$ cat src/rtl/i2cs_pkg.sv
package i2cs_pkg;

  // Upper six bits of the device address; the strap supplies bit 0.
  localparam logic [5:0] DEV_BASE = 6'b100110;

  typedef enum logic [2:0] {
    ST_IDLE,
    ST_ADDR,
    ST_ADDR_ACK,
    ST_WR_DATA,
    ST_WR_ACK,
    ST_RD_DATA,
    ST_RD_ACK
  } bus_state_t;

endpackage

$ cat src/rtl/i2cs_line_filter.sv
module i2cs_line_filter #(
  parameter int FILT_CYC = 6
) (
  input  logic clk,
  input  logic rst,
  input  logic raw,
  output logic clean
);
  localparam int CW = $clog2(FILT_CYC + 1);

  logic [1:0]    sync_q;
  logic [CW-1:0] run_cnt;

  // Two-flop synchroniser, then a level must persist FILT_CYC cycles.
  always_ff @(posedge clk) begin
    if (rst) begin
      sync_q  <= 2'b11;
      clean   <= 1'b1;
      run_cnt <= '0;
    end else begin
      sync_q <= {sync_q[0], raw};
      if (sync_q[1] != clean) begin
        if (run_cnt == CW'(FILT_CYC - 1)) begin
          clean   <= sync_q[1];
          run_cnt <= '0;
        end else begin
          run_cnt <= run_cnt + 1'b1;
        end
      end else begin
        run_cnt <= '0;
      end
    end
  end
endmodule

$ cat src/rtl/i2cs_regfile.sv
module i2cs_regfile #(
  parameter int AW = 8
) (
  input  logic          clk,
  input  logic          we,
  input  logic [AW-1:0] waddr,
  input  logic [7:0]    wdata,
  input  logic [AW-1:0] raddr,
  output logic [7:0]    rdata
);
  localparam int DEPTH = 2 ** AW;

  logic [7:0] mem [DEPTH];

  always_ff @(posedge clk) begin
    if (we) mem[waddr] <= wdata;
    rdata <= mem[raddr];
  end
endmodule

$ cat src/rtl/i2cs_write_guard.sv
module i2cs_write_guard #(
  parameter int AW        = 8,
  parameter int GUARD_CYC = 65000
) (
  input  logic          clk,
  input  logic          rst,
  input  logic          wr_req,
  input  logic [AW-1:0] wr_addr,
  output logic          wr_ok,
  output logic          viol
);
  localparam int CW = $clog2(GUARD_CYC + 1);

  logic [CW-1:0] win_cnt;
  logic          hi_rng;
  logic          busy;

  assign hi_rng = &wr_addr[AW-1:AW-4];
  assign busy   = (win_cnt != '0);
  assign wr_ok  = !(hi_rng && busy);

  always_ff @(posedge clk) begin
    if (rst) begin
      win_cnt <= '0;
      viol    <= 1'b0;
    end else begin
      if (busy) win_cnt <= win_cnt - 1'b1;
      if (wr_req && hi_rng) begin
        if (busy) viol    <= 1'b1;
        else      win_cnt <= CW'(GUARD_CYC);
      end
    end
  end

  assert_window_opens_R8: assert property (@(posedge clk) disable iff (rst)
    (wr_req && hi_rng && !busy) |=> busy);

  assert_early_write_flags_R7: assert property (@(posedge clk) disable iff (rst)
    (wr_req && hi_rng && busy) |=> viol);

  assert_flag_sticky_R7: assert property (@(posedge clk) disable iff (rst)
    viol |=> viol);
endmodule

$ cat src/rtl/i2cs_regslave.sv
module i2cs_regslave
  import i2cs_pkg::*;
#(
  parameter int CLK_HZ    = 100_000_000,
  parameter int FAST_MODE = 1,
  parameter int GUARD_US  = 650,
  parameter int AW        = 8
) (
  input  logic clk,
  input  logic rst,
  input  logic addr_sel,
  input  logic scl_i,
  input  logic sda_i,
  output logic sda_oe,
  output logic guard_viol
);
  localparam int CLK_MHZ   = CLK_HZ / 1_000_000;
  localparam int SPIKE_NS  = (FAST_MODE != 0) ? 50 : 100;
  localparam int HOLD_NS   = (FAST_MODE != 0) ? 150 : 400;
  localparam int FILT_CYC  = SPIKE_NS * CLK_MHZ / 1000 + 1;
  localparam int HOLD_CYC  = HOLD_NS * CLK_MHZ / 1000 + 1;
  localparam int GUARD_CYC = GUARD_US * CLK_MHZ;
  localparam int HCW       = $clog2(HOLD_CYC + 1);

  // Cleaned bus lines: index 0 = SCL, index 1 = SDA.
  logic [1:0] raw_lines;
  logic [1:0] clean_lines;
  assign raw_lines = {sda_i, scl_i};

  for (genvar gi = 0; gi < 2; gi++) begin : g_filt
    i2cs_line_filter #(.FILT_CYC(FILT_CYC)) u_filt (
      .clk  (clk),
      .rst  (rst),
      .raw  (raw_lines[gi]),
      .clean(clean_lines[gi])
    );
  end

  logic scl_f, sda_f, scl_q, sda_q;
  assign scl_f = clean_lines[0];
  assign sda_f = clean_lines[1];

  logic scl_rise, scl_fall, start_c, stop_c;
  assign scl_rise = scl_f & ~scl_q;
  assign scl_fall = ~scl_f & scl_q;
  assign start_c  = scl_f & scl_q & sda_q & ~sda_f;
  assign stop_c   = scl_f & scl_q & ~sda_q & sda_f;

  bus_state_t    state;
  logic [3:0]    bit_cnt;
  logic [7:0]    rx_sr;
  logic [7:0]    tx_sr;
  logic          rw_q;
  logic          first_q;
  logic          nack_q;
  logic [AW-1:0] ptr;
  logic          drv_tgt;
  logic          hold_pend;
  logic [HCW-1:0] hold_cnt;

  logic          wr_req;
  logic [AW-1:0] wr_addr;
  logic [7:0]    wr_data;
  logic          wr_ok;
  logic [7:0]    rd_data;

  i2cs_regfile #(.AW(AW)) u_regs (
    .clk  (clk),
    .we   (wr_req & wr_ok),
    .waddr(wr_addr),
    .wdata(wr_data),
    .raddr(ptr),
    .rdata(rd_data)
  );

  i2cs_write_guard #(.AW(AW), .GUARD_CYC(GUARD_CYC)) u_guard (
    .clk    (clk),
    .rst    (rst),
    .wr_req (wr_req),
    .wr_addr(wr_addr),
    .wr_ok  (wr_ok),
    .viol   (guard_viol)
  );

  always_ff @(posedge clk) begin
    if (rst) begin
      scl_q     <= 1'b1;
      sda_q     <= 1'b1;
      state     <= ST_IDLE;
      bit_cnt   <= '0;
      rx_sr     <= '0;
      tx_sr     <= '0;
      rw_q      <= 1'b0;
      first_q   <= 1'b0;
      nack_q    <= 1'b0;
      ptr       <= '0;
      drv_tgt   <= 1'b0;
      hold_pend <= 1'b0;
      hold_cnt  <= '0;
      sda_oe    <= 1'b0;
      wr_req    <= 1'b0;
      wr_addr   <= '0;
      wr_data   <= '0;
    end else begin
      scl_q  <= scl_f;
      sda_q  <= sda_f;
      wr_req <= 1'b0;

      // Output update is deferred by the hold delay after each SCL fall.
      if (hold_pend) begin
        if (hold_cnt <= HCW'(1)) begin
          sda_oe    <= drv_tgt;
          hold_pend <= 1'b0;
        end else begin
          hold_cnt <= hold_cnt - 1'b1;
        end
      end
      if (scl_fall) begin
        hold_cnt  <= HCW'(HOLD_CYC);
        hold_pend <= 1'b1;
      end

      if (start_c || stop_c) begin
        state     <= start_c ? ST_ADDR : ST_IDLE;
        bit_cnt   <= '0;
        drv_tgt   <= 1'b0;
        hold_pend <= 1'b0;
        sda_oe    <= 1'b0;
      end else begin
        unique case (state)
          ST_IDLE: ;
          ST_ADDR: begin
            if (scl_rise) begin
              rx_sr   <= {rx_sr[6:0], sda_f};
              bit_cnt <= bit_cnt + 1'b1;
            end else if (scl_fall && bit_cnt == 4'd8) begin
              bit_cnt <= '0;
              if (rx_sr[7:1] == {DEV_BASE, addr_sel}) begin
                state   <= ST_ADDR_ACK;
                rw_q    <= rx_sr[0];
                drv_tgt <= 1'b1;
              end else begin
                state   <= ST_IDLE;
                drv_tgt <= 1'b0;
              end
            end
          end
          ST_ADDR_ACK: begin
            if (scl_fall) begin
              if (rw_q) begin
                state   <= ST_RD_DATA;
                drv_tgt <= ~rd_data[7];
                tx_sr   <= {rd_data[6:0], 1'b0};
                bit_cnt <= 4'd1;
              end else begin
                state   <= ST_WR_DATA;
                drv_tgt <= 1'b0;
                bit_cnt <= '0;
                first_q <= 1'b1;
              end
            end
          end
          ST_WR_DATA: begin
            if (scl_rise) begin
              rx_sr   <= {rx_sr[6:0], sda_f};
              bit_cnt <= bit_cnt + 1'b1;
            end else if (scl_fall && bit_cnt == 4'd8) begin
              state   <= ST_WR_ACK;
              drv_tgt <= 1'b1;
              if (first_q) begin
                ptr     <= rx_sr[AW-1:0];
                first_q <= 1'b0;
              end else begin
                wr_req  <= 1'b1;
                wr_addr <= ptr;
                wr_data <= rx_sr;
                ptr     <= ptr + 1'b1;
              end
            end
          end
          ST_WR_ACK: begin
            if (scl_fall) begin
              state   <= ST_WR_DATA;
              drv_tgt <= 1'b0;
              bit_cnt <= '0;
            end
          end
          ST_RD_DATA: begin
            if (scl_fall) begin
              if (bit_cnt == 4'd8) begin
                state   <= ST_RD_ACK;
                drv_tgt <= 1'b0;
                ptr     <= ptr + 1'b1;
              end else begin
                drv_tgt <= ~tx_sr[7];
                tx_sr   <= {tx_sr[6:0], 1'b0};
                bit_cnt <= bit_cnt + 1'b1;
              end
            end
          end
          ST_RD_ACK: begin
            if (scl_rise) begin
              nack_q <= sda_f;
            end else if (scl_fall) begin
              if (nack_q) begin
                state   <= ST_IDLE;
                drv_tgt <= 1'b0;
              end else begin
                state   <= ST_RD_DATA;
                drv_tgt <= ~rd_data[7];
                tx_sr   <= {rd_data[6:0], 1'b0};
                bit_cnt <= 4'd1;
              end
            end
          end
          default: state <= ST_IDLE;
        endcase
      end
    end
  end

  assert_pull_only_scl_low_R6: assert property (@(posedge clk) disable iff (rst)
    $rose(sda_oe) |-> !scl_f);

  assert_no_change_after_fall_R6: assert property (@(posedge clk) disable iff (rst)
    $fell(scl_f) |=> $stable(sda_oe));

  assert_silent_in_address_R2: assert property (@(posedge clk) disable iff (rst)
    (state == ST_ADDR) |-> !sda_oe);

  assert_released_when_idle_R2: assert property (@(posedge clk) disable iff (rst)
    (state == ST_IDLE && $past(state) == ST_IDLE && !hold_pend) |-> !sda_oe);
endmodule

$ cat config.mk
export PLATFORM = sky130hd
export DESIGN_NAME = i2cs_regslave
export DESIGN_NICKNAME = d
export VERILOG_FILES = /design/src/rtl/i2cs_pkg.sv /design/src/rtl/i2cs_line_filter.sv /design/src/rtl/i2cs_regfile.sv /design/src/rtl/i2cs_write_guard.sv /design/src/rtl/i2cs_regslave.sv
export SDC_FILE = /design/constraint.sdc
export NUM_CORES = 2
export LEC_CHECK = 0
export ABC_AREA = 1
export ABC_CLOCK_PERIOD_IN_PS = 6830
export BUFFER_PORTS_ARGS = -buffer_cell sky130_fd_sc_hd__buf_4
export CAP_MARGIN = 0
export CORE_MARGIN = 10
export CORE_UTILIZATION = 45
export DETAILED_ROUTE_END_ITERATION = 10
export SYNTH_ARGS = -nofsm -noshare
export SYNTH_HDL_FRONTEND = slang
export SYNTH_SLANG_ARGS = --single-unit
$ cat constraint.sdc
create_clock -name clk -period 6.83 [get_ports clk]
set_input_delay 0.3415 -clock clk [delete_from_list [all_inputs] [get_ports clk]]
set_output_delay 0.3415 -clock clk [all_outputs]
set_load 0.01 [all_outputs]
==> results.py <==
metrics = {
    "outcome": {
        "outcome": "completed",
    },
    "global_routing": {
        "grt_overflow": 0,
        "grt_max_degree": 198,
        "grt_pass1_vias": 57800,
        "antenna_found_initial": 5,
        "grt_first_pass_wirelength_microns": 373000,
        "grt_usage_pct": 22.4,
    },
    "logic_synthesis": {
        "synth_area_leaders": "edfxtp_1, nand2_1, nor2_1, nand3_1, inv_1",
        "synthCells": 8486,
        "yosysWarnings": 0,
        "synth_cell_type_count": 45,
        "synth-seq-area-share_pct": 70.1,
        "netlist.area_leader.share_pct": 67.9,
        "netlist_area_sq_mm": 0.0906,
        "syn_nets": 8503,
        "synth_area_per_cell_sq_um": 10.7,
        "yosysTopAreaCell": "edfxtp_1",
        "ys_ff_latch": 2145,
    },
    "drt": {
        "dr.pass1.iters": 10,
        "wl_per_cell_microns": 22.4,
        "wl_microns": 251000,
        "ant_nets": 0,
        "drc": 0,
        "via_count": 60200,
        "vias_per_cell": 5.40,
        "dr.first_iter.drc_count": 6745,
    },
    "timing": {
        "rsz0062_at_grt": "no",
        "fmax_mhz": 238,
        "finalSetupTns_ns": 0,
        "skew_ns": 0.0547,
        "finalSetupViolations": 0,
        "maxSlewHeadroom_pct": 23.1,
        "worstMarginPinSlew_ns": 1.15,
        "period_share_pct": 61.6,
        "drv_slew": 0,
        "hold_violations": 0,
        "final.min_clock_period_ns": 4.21,
    },
    "place": {
        "numPortBuffers": 6,
        "gp_congestion": 0.885,
        "dp_hpwl_microns": 138000,
        "dp_cells": 10800,
    },
    "critical_path": {
        "critPathKind": "flop to flop",
        "worst-path-max-fanout": 180,
        "end_kind": "flop",
        "crit_required_ns": 7.57,
        "start_kind": "flop",
        "arrival_ns": 4.95,
    },
    "pwr": {
        "sw_frac_of_total_pct": 20.0,
        "p_clk_share_pct": 44.0,
        "power_frac_comb_pct": 1.3,
        "power_density_mw_per_mm2": 262,
        "internal_power_uw": 20800,
        "p_sw_uw": 5220,
        "peakVddDrop_mv": 0.301,
        "leakagePower_uw": 0.0352,
        "power_frac_seq_pct": 54.7,
    },
    "min_path": {
        "min_path_type": "primary input to flop",
    },
    "clock_tree": {
        "clkLatencyLatePin_ns": 0.87,
        "cts_hold_buf": 5,
        "cts_setup_buffers": 0,
        "ctsResizeCount": 0,
        "root_buffer": "clkbuf_16",
        "cts.clk_slew.worst_paths_ns": 0.06,
        "cts_buffer_depth": 3,
        "ctsHtreeMaxLevel": 4,
        "cts_tree": "built",
        "clock_sinks": 2145,
        "cts_buffers": 214,
    },
    "final_layout": {
        "fin_nets": 8339,
        "final_cells": 11200,
        "area_growth_pct": 9.63,
        "drive_gt1_share_pct": 5.12,
    },
    "floorplan": {
        "rows": 164,
        "dieHeight_microns": 469,
        "die_w_microns": 469,
        "dieArea_sq_mm": 0.220,
        "initial_utilization_pct": 45.3,
        "core_area_sq_mm": 0.200,
        "io_pins": 7,
    },
    "run": {
        "cap_violations": 0,
    },
}
-- critical path, cell delays in order (launching register included) --
cell	delay (ns)
dfxtp_4	0.77
buf_12	0.68
buf_4	0.87
nand2_1	0.12
nand3_1	0.13
nand3_1	0.13
nand3_1	0.13
nand2_1	0.07
a21oi_1	0.38
nand3_1	0.34
nand3_1	0.18
nand2_1	0.07
-- power groups by stage --
| stage | logic, uW | clock network [uW] | registers, uW |
|---|---|---|---|
| global route | 408 | 12100 | 14200 |
| global placement | 349 | 0 | 14500 |
| finish | 348 | 11500 | 14200 |
| CTS | 349 | 11600 | 14200 |
| floorplan | 275 | 0 | 14500 |
| detailed placement | 345 | 0 | 14500 |
-- flip-flops by register name, summed over array words and instances, names as in the netlist --
register and cells:
wr_addr 8, u_regs.mem 2048, nack_q 1, sda_q 1, bit_cnt 4, drv_tgt 1, scl_q 1, tx_sr 7
sda_oe 1, hold_pend 1, wr_data 8, u_guard.viol 1, rx_sr 8, hold_cnt 5, rw_q 1, g_filt.u_filt.run_cnt 6
g_filt.u_filt.sync_q 4, u_regs.rdata 8, g_filt.u_filt.clean 2, ptr 8, wr_req 1, u_guard.win_cnt 16, first_q 1, state 3
-- layer usage --
layer  vias up  GRT usage (%)  routed length, microns  part of all wire, %
li1      28100              -                       -                    -
met3       480           3.34                   19300                  7.7
met5         -              0                       7               0.0028
met1     29200           30.4                  104000                   42
met2      2435           36.2                  117000                   47
met4         2           8.86                   10300                  4.1
-- worst paths after layout --
check                        startpoint                    endpoint  slack (ns)  cells past startpoint
max                              ptr[0]             u_regs.rdata[3]        2.62                     11
min                            addr_sel                     drv_tgt        0.12                      5
max reg2reg                      ptr[0]             u_regs.rdata[3]        2.62                     11
min reg2reg  g_filt[1].u_filt.sync_q[0]  g_filt[1].u_filt.sync_q[1]        0.42                      1
-- cell usage after synthesis --
| cell | n |
|---|---|
| o22ai_1 | 2 |
| o32ai_1 | 1 |
| nand2_1 | 2144 |
| nor2_2 | 6 |
| nand3_2 | 1 |
| nor3b_1 | 3 |
| buf_2 | 171 |
| and3_1 | 3 |
| xor2_1 | 9 |
| nor2_1 | 1301 |
| buf_1 | 49 |
| nand3_1 | 721 |
| inv_1 | 726 |
| nand4_1 | 2 |
| nor3_1 | 11 |
| a2111oi_0 | 1 |
| buf_4 | 36 |
| o211ai_1 | 108 |
| buf_8 | 1 |
| nor4_1 | 3 |
| edfxtp_1 | 2048 |
| a21oi_1 | 149 |
| dfxtp_1 | 97 |
| inv_2 | 6 |
| nor2_4 | 1 |
| or4_1 | 1 |
| o21ai_0 | 498 |
| ha_1 | 12 |
| nand2_2 | 1 |
| clkinv_1 | 12 |
| a22oi_1 | 1 |
| or2_2 | 10 |
| clkbuf_1 | 184 |
| a21boi_4 | 1 |
| a211oi_1 | 5 |
| and2_1 | 1 |
| nand2_4 | 10 |
| a311oi_1 | 1 |
| o31ai_1 | 3 |
| buf_6 | 36 |
| o221ai_1 | 1 |
| o21a_1 | 1 |
| xnor2_1 | 3 |
| o21ai_1 | 91 |
| a31oi_1 | 14 |
-- metrics by stage --
step           area (sq um)  hold slack (ns)  power, uW  util (%)  setup slack, ns
2_1_floorplan         90600            0.389      14800         -             2.58
3_3_place_gp          92500            0.404      14900      46.3             2.73
3_5_place_dp          92500            0.398      14900      46.3             2.72
4_1_cts               99300           0.0238      26200      49.7             2.71
5_1_grt               99300            0.120      26800      49.7             2.51
6_report              99300            0.115      26100      49.7             2.62
-- cell families after synthesis --
logic type / share of synthesized area (%)
and+or+nand+nor: 18.7
DFF: 70.1
buffers and inverters: 5.76
AOI/OAI and AO/OA: 5.23
xor gates and xnor gates: 0.116
adders and majority gates: 0.166
-- layout by cell type (no fill, tap or decap), drive strengths merged, types with 11 or more instances in the layout --
master	netlist	final
dfxtp	97	97
a31oi	14	14
inv	732	736
nand3	722	722
o211ai	108	108
nand2	2155	2155
clkbuf	184	276
buf	293	92
clkinv	12	105
nor3	11	11
ha	12	12
bufinv	0	16
a21oi	149	149
edfxtp	2048	2048
o21ai	589	589
nor2	1308	1308
-- layout make-up --
type | count | area, sq um
Multi-Input combinational cell | 5120 | 21900
Timing Repair Buffer | 97 | 966
Clock inverter | 118 | 1010
Inverter | 744 | 2820
Clock buffer | 276 | 5740
Antenna cell | 3 | 7.51
Fill cell | 17800 | 101000
Tap cell | 2656 | 3320
Sequential cell | 2145 | 63500
(Power assumes the default switching activity.)
